**src/rtl/dlc_pkg.sv**
```systemverilog
package dlc_pkg;

   // Agreement rule of a C-element: pass a common value, otherwise keep the previous one.
   function automatic logic celem_rule(input logic a, input logic b, input logic prev);
      return (a == b) ? a : prev;
   endfunction

endpackage

```
**src/rtl/dlc_latch.sv**
```systemverilog
module dlc_latch #(
   parameter int WIDTH = 8
) (
   input  logic             clk,
   input  logic             rst_n,
   input  logic             transp,
   input  logic [WIDTH-1:0] d,
   input  logic [WIDTH-1:0] flip,
   output logic [WIDTH-1:0] q
);

   logic [WIDTH-1:0] store_q;

   always_ff @(posedge clk or negedge rst_n) begin
      if (!rst_n)
         store_q <= '0;
      else if (transp)
         store_q <= d;
      else
         store_q <= store_q ^ flip;
   end

   // Transparent: input flows straight through. Closed: the stored value drives the output.
   assign q = transp ? d : store_q;

endmodule

```
**src/rtl/dlc_celem.sv**
```systemverilog
module dlc_celem (
   input  logic clk,
   input  logic rst_n,
   input  logic a,
   input  logic b,
   output logic y
);
   import dlc_pkg::*;

   logic held_q;

   assign y = celem_rule(a, b, held_q);

   always_ff @(posedge clk or negedge rst_n) begin
      if (!rst_n)
         held_q <= 1'b0;
      else
         held_q <= y;
   end

endmodule

```
**src/rtl/dual_latch_celem_reg.sv**
```systemverilog
module dual_latch_celem_reg #(
   parameter int WIDTH = 8
) (
   input  logic             clk,
   input  logic             rst_n,
   input  logic             transp,
   input  logic [WIDTH-1:0] din,
   input  logic [WIDTH-1:0] upset_a,
   input  logic [WIDTH-1:0] upset_b,
   output logic [WIDTH-1:0] dout
);

   localparam int LAST_BIT = WIDTH - 1;

   if (WIDTH < 1) begin : g_bad_width
      $error("dual_latch_celem_reg: WIDTH must be at least 1");
   end

   logic [LAST_BIT:0] copy_a;
   logic [LAST_BIT:0] copy_b;

   dlc_latch #(.WIDTH(WIDTH)) u_lat_a (
      .clk   (clk),
      .rst_n (rst_n),
      .transp(transp),
      .d     (din),
      .flip  (upset_a),
      .q     (copy_a)
   );

   dlc_latch #(.WIDTH(WIDTH)) u_lat_b (
      .clk   (clk),
      .rst_n (rst_n),
      .transp(transp),
      .d     (din),
      .flip  (upset_b),
      .q     (copy_b)
   );

   for (genvar gi = 0; gi <= LAST_BIT; gi++) begin : g_vote
      dlc_celem u_celem (
         .clk  (clk),
         .rst_n(rst_n),
         .a    (copy_a[gi]),
         .b    (copy_b[gi]),
         .y    (dout[gi])
      );
   end

endmodule

```
**config.mk**
```make
export PLATFORM = sky130hd
export DESIGN_NAME = dual_latch_celem_reg
export DESIGN_NICKNAME = d
export VERILOG_FILES = /design/src/rtl/dlc_pkg.sv /design/src/rtl/dlc_latch.sv /design/src/rtl/dlc_celem.sv /design/src/rtl/dual_latch_celem_reg.sv
export SDC_FILE = /design/constraint.sdc
export NUM_CORES = 1
export LEC_CHECK = 0
export BUFFER_PORTS_ARGS = -buffer_cell sky130_fd_sc_hd__buf_2
export CAP_MARGIN = 20
export CORE_UTILIZATION = 50
export DETAILED_ROUTE_END_ITERATION = 10
export PLACE_DENSITY_LB_ADDON = 0.1
export SYNTH_ARGS = -nofsm -noshare
export SYNTH_HDL_FRONTEND = slang
export SYNTH_SLANG_ARGS = --single-unit
```
**constraint.sdc**
```tcl
create_clock -name clk -period 2.1 [get_ports clk]
set_clock_uncertainty 0.2 [all_clocks]
set_input_delay 0 -clock clk [delete_from_list [all_inputs] [get_ports clk]]
set_output_delay 0 -clock clk [all_outputs]
set_load 0.02 [all_outputs]
```
==> qor.yml, run 1 <==
outcome:
  outcome: "complete, no violations"
cts:
  cts_made_buffers: 3
  clockBufferDepth: 2
  cts_tree: "done"
  cts_root_buf: "clkbuf_4"
  cts-hold-fix-buffers: 27
  cts_setup_buffers: 0
  clock-sinks: 24
  cts-htree-levels: 1
  clk_latency_ps: 310
  worst_setup_hold_path_clk_slew_ps: 130
  post_cts_resized: 0
die:
  die_y_um: 52
  core-area_um2: 2280
  die_x_um: 52
  io_pins: 35
  rows: 17
  dieArea_um2: 2700
  start_util_pct: 54.9
critical_path:
  worst_setup_path_end_kind: "register"
  crit_fanout: 3
  critical_path.slowest_cell: "dlygate4sd3_1"
  critPathBufInv: 1
  crit_family: "buffers and inverters"
  crit_arrival_ps: 1730
  critPathLaunchType: "register"
  cp.required_ps: 2100
  worstPathCellList: "xor2_1 -> mux2_4 -> dlygate4sd3_1"
  cpPeakStageDelay_ps: 560
  regToRegSetupSlack_ps: 380
  critPathKind: "reg -> reg"
yosys:
  syn_avg_cell_area_um2: 12.5
  yosys.area.top_type: "dfrtp_1"
  yosysWarnings: 0
  ys_seq_area_share_pct: 48.0
  synthDominantCellAreaShare_pct: 48.0
  netlist-cell-type-count: 12
  ys_top_cells_by_area: "dfrtp_1 48%, mux2_4 17%, xor2_1 11%"
  syn_inst: 100
  syn_nets: 127
  netlist_area_um2: 1250
  ys_ff_latch: 24
drt:
  drc: 0
  dr.pass1.iters: 4
  drtAntennaViolNets: 0
  via_per_inst: 4.91
  wl_per_cell_um: 12.9
  via_count: 889
  drtIter0Drc: 5
  wirelength_mm: 2.34
min_path:
  hold_path_class: "in -> reg"
global_routing:
  grt_pass1_vias: 896
  grt_usage_pct: 19.7
  antenna_found_initial: 0
  grt_max_degree: 33
  grt_overflow: 0
  grt_first_pass_wirelength_mm: 3.86
sta:
  rsz0062_at_grt: "no"
  period_needed_ps: 1720
  fmax_mhz: 580
  holdWs_ps: 83.5
  period_share_pct: 82.1
  max_slew_margin_pct: 50.4
  slew_violations: 0
  final.setup.tns_ps: 0
  hold_viol: 0
  worst_pin_slew_ps: 744
  finalSetupViolCount: 0
place:
  port_buffers: 34
  dpl.hpwl_mm: 1.43
  place.gp.congestion: 0.711
final_layout:
  antenna_cells: 0
  nNetsFinal: 181
  drive_gt1_share_pct: 35.3
  areaGrowthSynthToFinish_pct: 31.6
power:
  ir_drop_v: 0.000428
  leakagePower_nw: 0.807
  p_per_area_nw_per_um2: 702
job:
  max_cap_viol_count: 0
==> worst paths after layout <==
| path | cells past startpoint | from | to |
|---|---|---|---|
| worst max register to register | 3 | u_lat_b.store_q[4] | u_lat_b.store_q[4] |
| worst min-delay path | 3 | transp | g_vote[4].u_celem.held_q |
| worst min register to register | 2 | g_vote[0].u_celem.held_q | g_vote[0].u_celem.held_q |
| worst max-delay path | 3 | u_lat_b.store_q[4] | u_lat_b.store_q[4] |
| min in group asynchronous | 3 | rst_n | g_vote[0].u_celem.held_q |
| max in group asynchronous | 3 | rst_n | u_lat_b.store_q[6] |
==> registers in the layout, summed over array words and instances (netlist names) <==
register / count
u_lat_b.store_q: 8
u_lat_a.store_q: 8
g_vote.u_celem.held_q: 8
==> layout make-up <==
| class | count | area [um2] |
|---|---|---|
| clock buffer | 4 | 36.3 |
| sequential | 24 | 601 |
| timing repair buffer | 61 | 440 |
| tap | 28 | 35.0 |
| multi-input combinational | 64 | 533 |
| fill | 168 | 631 |
==> cells in the final DEF (no fill, tap or decap) <==
| cell | synthesis | layout |
|---|---|---|
| dlygate4sd3_1 | 0 | 27 |
| nand2_1 | 8 | 8 |
| buf_2 | 0 | 34 |
| clkbuf_8 | 1 | 1 |
| clkbuf_4 | 0 | 3 |
| xor2_1 | 16 | 16 |
| dfrtp_1 | 24 | 24 |
| mux2_2 | 2 | 2 |
| nor2_1 | 8 | 8 |
| a21oi_1 | 8 | 8 |
| o31ai_1 | 8 | 8 |
| mux2_4 | 14 | 14 |
==> per-layer routing <==
metal / routed length, um / GRT usage, %
met1: 1040 / 24.6
met2: 1190 / 34.4
met3: 91 / 2.63
met4: 13 / 6.76
met5: 0 / 0
==> cell families after synthesis <==
group | count (synthesis) | synth area share [%]
AO/OA/AOI/OAI | 16 | 8.01
XOR/XNOR | 16 | 11.2
buffers and inverters | 12 | 9.31
flip-flops | 24 | 48.0
multiplexers | 16 | 18.6
AND/OR/NAND/NOR | 16 | 4.80
==> power breakdown <==
part / internal, mW / total [mW] / switching, mW
Clock: 0.106 / 0.243 / 0.137
Combinational: 0.193 / 0.331 / 0.138
Sequential: 0.530 / 0.581 / 0.0515
==> worst register-to-register path, delay by kind of cell (launching register included) <==
kind      cells  cell delay (ps)
mux           1              260
xor+xnor      1              170
buf+inv       1              560
flops         1              430
==> cell usage after synthesis <==
master    count
a21oi_1       8
buf_12        1
buf_4         8
buf_6         2
clkbuf_8      1
dfrtp_1      24
mux2_2        2
mux2_4       14
nand2_1       8
nor2_1        8
o31ai_1       8
xor2_1       16
==> through the flow <==
step	worst slack [ps]	cell area, um2	utilization, %	cells	total power [mW]
3_3_place_gp	820	1340	58.8	150	0.847
5_1_grt	329	1650	72.3	181	1.22
2_1_floorplan	990	1250	-	100	0.809
3_5_place_dp	782	1340	58.8	150	0.859
6_report	375	1650	72.3	181	1.15
4_1_cts	390	1650	72.3	181	1.16
Note: power is estimated with default switching activity, not from simulation.
==> inputs of run 2 (changes only) <==
==> constraint.sdc (replaced) <==
create_clock -name clk -period 1.8 [get_ports clk]
set_clock_uncertainty 0.2 [all_clocks]
set_input_delay 0 -clock clk [delete_from_list [all_inputs] [get_ports clk]]
set_output_delay 0 -clock clk [all_outputs]
set_load 0.02 [all_outputs]
==> qor.yml, run 2 (synthesized netlist as in run 1, its figures left out) <==
critical_path:
  reg2reg_depth: 3  # unchanged
  worst_setup_path_end_kind: "register"
  critPathLaunchType: "register"
  crit_arrival_ps: 1760  # +30 ps
  cpPeakStageDelay_ps: 570  # about the same
  critical_path.slowest_cell: "dlygate4sd3_1"
  cp.required_ps: 1810  # -290 ps
  crit_fanout: 3  # unchanged
  critPathKind: "reg -> reg"
  worstPathCellList: "xor2_1 -> mux2_4 -> dlygate4sd3_1"
final_layout:
  layout.cells.most_common: "dlygate4sd3_1"
  areaGrowthSynthToFinish_pct: 49.8
  drive_gt1_share_pct: 33.9  # -1.4 points
  finalNonFillerCells: 199  # +9.9%
  utilization_pct: 82.2  # +10 points
  multi_input_area_um2: 548  # +2.8%
  reg_top3: "g_vote.u_celem.held_q x8, u_lat_a.store_q x8, u_lat_b.store_q x8"
  seq_area_um2: 601  # unchanged
  nNetsFinal: 199  # +9.9%
  fin_area_um2: 1870  # +14%
  fillers: 140  # -17%
  antenna_cells: 0  # unchanged
  layout_common_cells: "44 x dlygate4sd3_1, 32 x buf_2, 24 x dfrtp_1"
drt:
  drtIter0Drc: 11  # +6
  dr.pass1.iters: 4  # unchanged
  via_per_inst: 4.81  # -2.1%
  via_count: 957  # +7.6%
  wl_per_cell_um: 13.2  # +2.2%
  drc: 0  # unchanged
  drtAntennaViolNets: 0  # unchanged
  wirelength_mm: 2.63  # +12%
sta:
  period_share_pct: 97.2  # +15 points
  fin_ws_ps: 50.4  # -325 ps
  worst_pin_slew_ps: 520  # -225 ps
  max_slew_margin_pct: 65.4  # +15 points
  holdWs_ps: 293  # +209 ps
  final.setup.tns_ps: 0  # unchanged
  fmax_mhz: 572  # -1.4%
  slew_violations: 0  # unchanged
  period_needed_ps: 1750  # +24.9 ps
  hold_viol: 0  # unchanged
  finalSetupViolCount: 0  # unchanged
die:
  die_y_um: 52  # unchanged
  rows: 17  # unchanged
  start_util_pct: 54.9  # unchanged
  core-area_um2: 2280  # unchanged
  io_pins: 35  # unchanged
  die_x_um: 52  # unchanged
  dieArea_um2: 2700  # unchanged
min_path:
  hold_depth: 4  # +1
  hold_path_class: "in -> reg"
global_routing:
  grt_max_degree: 30  # -9.1%
  grt_usage_pct: 21.9  # +2.2 points
  grt_overflow: 0  # unchanged
  antenna_found_initial: 0  # unchanged
  grt_pass1_vias: 947  # +5.7%
  grt_first_pass_wirelength_mm: 4.29  # +11%
place:
  pre_cts_ws_ps: 578  # -204 ps
  place.gp.congestion: 0.709  # -0.28%
  port_buffers: 34  # unchanged
  place_inst: 151  # +0.67%
  post_dp_cell_area_um2: 1360  # +1.5%
  dpl.hpwl_mm: 1.41  # -1.3%
cts:
  clock-sinks: 24  # unchanged
  cts_tree: "done"
  clockBufferDepth: 2  # unchanged
  cts-htree-levels: 1  # unchanged
  worst_setup_hold_path_clk_slew_ps: 140  # about the same
  cts_made_buffers: 3  # unchanged
  cts_root_buf: "clkbuf_4"
  clk_latency_ps: 320  # about the same
power:
  power_mw: 1.55  # +34%
  leakagePower_nw: 0.899  # +11%
  ir_drop_v: 0.000906  # +110%
  p_per_area_nw_per_um2: 825  # +18%
outcome:
  outcome: "complete, no violations"
job:
  max_cap_viol_count: 0  # unchanged
run 2: changes by cell type in the layout (fill, tap and decap cells not counted):
cell and change:
o31ai_1 -3, buf_2 -2, o31ai_2 +3, dlygate4sd3_1 +17, buf_12 +1, bufinv_16 +1
clkbuf_8 -1, buf_4 +2
run 2: critical path: cells and delay by family (launching register included):
kind      cells  cell delay, ps
mux           1             270
buf+inv       1             570
xor+xnor      1             180
flops         1             430
run 2: final timing paths:
path	from	end	slack, ps
setup / recovery	u_lat_b.store_q[4]	u_lat_b.store_q[4]	50
hold / removal	din[7]	g_vote[7].u_celem.held_q	290
setup reg to reg	u_lat_b.store_q[4]	u_lat_b.store_q[4]	50
hold reg to reg	g_vote[4].u_celem.held_q	g_vote[4].u_celem.held_q	440
max in group asynchronous	rst_n	u_lat_a.store_q[6]	530
min in group asynchronous	rst_n	u_lat_b.store_q[1]	510
run 2: layer usage:
layer	vias up	global-route usage (%)	wire length (um)	share of wire (%)
li1	475	-	-	-
met1	460	26.5	1140	43
met2	22	40.0	1390	53
met3	0	4.39	99	3.8
met4	0	4.05	0	0
met5	-	0	0	0
run 2: what timing repair did:
action / CTS / global route
setup endpoints to repair: 0 / 3
endpoints found under the hold margin: 48 / 0
buffers inserted: 0 / 0
resized for setup: 0 / 5
hold buffers: 44 / 0
run 2: report_power, final:
group,switching [mW],internal (mW)
clock,0.161,0.225
combinational,0.182,0.295
sequential,0.0651,0.618
total,0.408,1.14
run 2: final cells by class:
cell class | instances | share of cell area (%)
repair buffers | 79 | 34.0
flip-flops and latches | 24 | 32.1
multi-input cells | 64 | 29.3
well taps | 28 | 1.87
clock inverters | 1 | 1.60
clock buffers | 3 | 1.20
==> inputs of run 3 (changes only) <==
--- a/config.mk
+++ b/config.mk
@@ -9,6 +9,8 @@
 export CAP_MARGIN = 20
 export CORE_UTILIZATION = 50
 export DETAILED_ROUTE_END_ITERATION = 10
+export GPL_ROUTABILITY_DRIVEN = 0
+export GPL_TIMING_DRIVEN = 0
 export PLACE_DENSITY_LB_ADDON = 0.1
 export SYNTH_ARGS = -nofsm -noshare
 export SYNTH_HDL_FRONTEND = slang
==> qor.yml, run 3 (synthesized netlist as in run 1, its figures left out) <==
outcome:
  outcome: "complete, no violations"
final_layout:
  layout_common_cells: "33 x buf_2, 27 x dlygate4sd3_1, 24 x dfrtp_1"
  fin_area_um2: 1760  # -6.2%
  fillers: 160  # +14%
  reg_top3: "g_vote.u_celem.held_q x8, u_lat_a.store_q x8, u_lat_b.store_q x8"
  drive_gt1_share_pct: 39.6  # +5.7 points
  layout.cells.most_common: "buf_2"
  antenna_cells: 0  # unchanged
  finalNonFillerCells: 192  # -3.5%
  utilization_pct: 77.2  # -5.1 points
  areaGrowthSynthToFinish_pct: 40.5
  nNetsFinal: 192  # -3.5%
place:
  port_buffers: 33  # -2.9%
  dpl.hpwl_mm: 1.54  # +8.9%
  pre_cts_ws_ps: 520  # -58.8 ps
  place_inst: 161  # +6.6%
  post_dp_cell_area_um2: 1450  # +6.7%
min_path:
  min_from: "din[3]"
  hold_depth: 4  # unchanged
  worstHoldEndpoint: "g_vote[3].u_celem.held_q"
  hold_path_class: "in -> reg"
cts:
  cts_root_buf: "clkbuf_4"
  cts-htree-levels: 1  # unchanged
  clockBufferDepth: 2  # unchanged
  cts_tree: "done"
  clk_latency_ps: 320  # about the same
  post_cts_resized: 0  # unchanged
  worst_setup_hold_path_clk_slew_ps: 130  # about the same
  clock-sinks: 24  # unchanged
  cts_made_buffers: 3  # unchanged
global_routing:
  grt_overflow: 0  # unchanged
  antenna_found_initial: 0  # unchanged
  grt_first_pass_wirelength_mm: 3.86  # -10%
  grt_usage_pct: 19.7  # -2.2 points
  grt_pass1_vias: 896  # -5.4%
  grt_max_degree: 25  # -17%
sta:
  worst_pin_slew_ps: 520  # +0.142 ps
  period_needed_ps: 1730  # -19.9 ps
  period_share_pct: 96.1  # -1.1 points
  fmax_mhz: 578  # +1.2%
  max_slew_margin_pct: 65.3  # about the same
  hold_viol: 0  # unchanged
  final.setup.tns_ps: 0  # unchanged
  fin_ws_ps: 70.3  # +19.9 ps
  rsz0062_at_grt: "no"
  finalSetupViolCount: 0  # unchanged
  slew_violations: 0  # unchanged
die:
  dieArea_um2: 2700  # unchanged
  start_util_pct: 54.9  # unchanged
  io_pins: 35  # unchanged
  core-area_um2: 2280  # unchanged
  die_x_um: 52  # unchanged
  die_y_um: 52  # unchanged
  rows: 17  # unchanged
critical_path:
  critPathKind: "reg -> reg"
  reg2reg_depth: 3  # unchanged
  critPathLaunchType: "register"
  crit_fanout: 3  # unchanged
  r2r-end: "u_lat_b.store_q[5]"
  worst_setup_path_end_kind: "register"
  crit_arrival_ps: 1750  # about the same
  reg2reg_from: "u_lat_b.store_q[5]"
  regToRegSetupSlack_ps: 70  # +20 ps
  cp.required_ps: 1820  # about the same
drt:
  drtIter0Drc: 10  # -1
  drc: 0  # unchanged
  wirelength_mm: 2.39  # -8.9%
  drtAntennaViolNets: 0  # unchanged
  dr.pass1.iters: 4  # unchanged
  via_count: 934  # -2.4%
  wl_per_cell_um: 12.5  # -5.6%
  via_per_inst: 4.86  # +1.2%
power:
  ir_drop_v: 0.000730  # -20%
  p_per_area_nw_per_um2: 797  # -3.5%
  leakagePower_nw: 0.871  # -3.2%
job:
  max_cap_viol_count: 0  # unchanged
run 3: repair_timing:
item                      CTS  global route
hold endpoints to repair   48             0
buffers inserted            0             0
hold buffers               27             0
run 3: area by class of cell:
cell class / instances / area [um2] / area share [%]
Sequential cell: 24 / 601 / 34.2
Clock buffer: 4 / 36.3 / 2.07
Tap cell: 28 / 35.0 / 1.99
Multi-Input combinational cell: 64 / 533 / 30.3
Buffer: 12 / 116 / 6.62
Timing Repair Buffer: 60 / 435 / 24.8
run 3: worst max path at each step:
stage / start / to / slack [ps] / depth (start not counted)
2_1_floorplan: u_lat_a.store_q[7] / u_lat_a.store_q[7] / 690 / 2
3_3_place_gp: u_lat_b.store_q[7] / dout[7] / 560 / 4
3_5_place_dp: u_lat_b.store_q[3] / dout[3] / 520 / 4
4_1_cts: u_lat_b.store_q[6] / u_lat_b.store_q[6] / 90 / 3
5_1_grt: u_lat_a.store_q[5] / dout[5] / 20 / 4
6_report: u_lat_b.store_q[5] / u_lat_b.store_q[5] / 70 / 3
run 3: metal layers:
layer	vias up	share of wire [%]	global-route usage, %
met4	0	0	3.60
met5	-	0	0
li1	461	-	-
met1	452	44	23.0
met3	0	3.7	5.56
met2	21	52	35.7
run 3: stage by stage:
step                hold WS [ps]  total power, mW
detailed placement          -186             1.05
global placement            -192             1.04
global route                 275             1.47
floorplan                   -496            0.944
finish                       267             1.40
CTS                          261             1.41
run 3: power breakdown:
part | internal [mW] | total, mW | switching, mW | leakage [nW]
combinational | 0.265 | 0.433 | 0.169 | 0.566
clock | 0.124 | 0.287 | 0.163 | 0.0210
sequential | 0.618 | 0.680 | 0.0615 | 0.283
run 3: worst max-delay path, stage by stage (launching register included):
cell and delay, ps:
dfrtp_1 440, xor2_1 170, mux2_4 260, dlygate4sd3_1 560
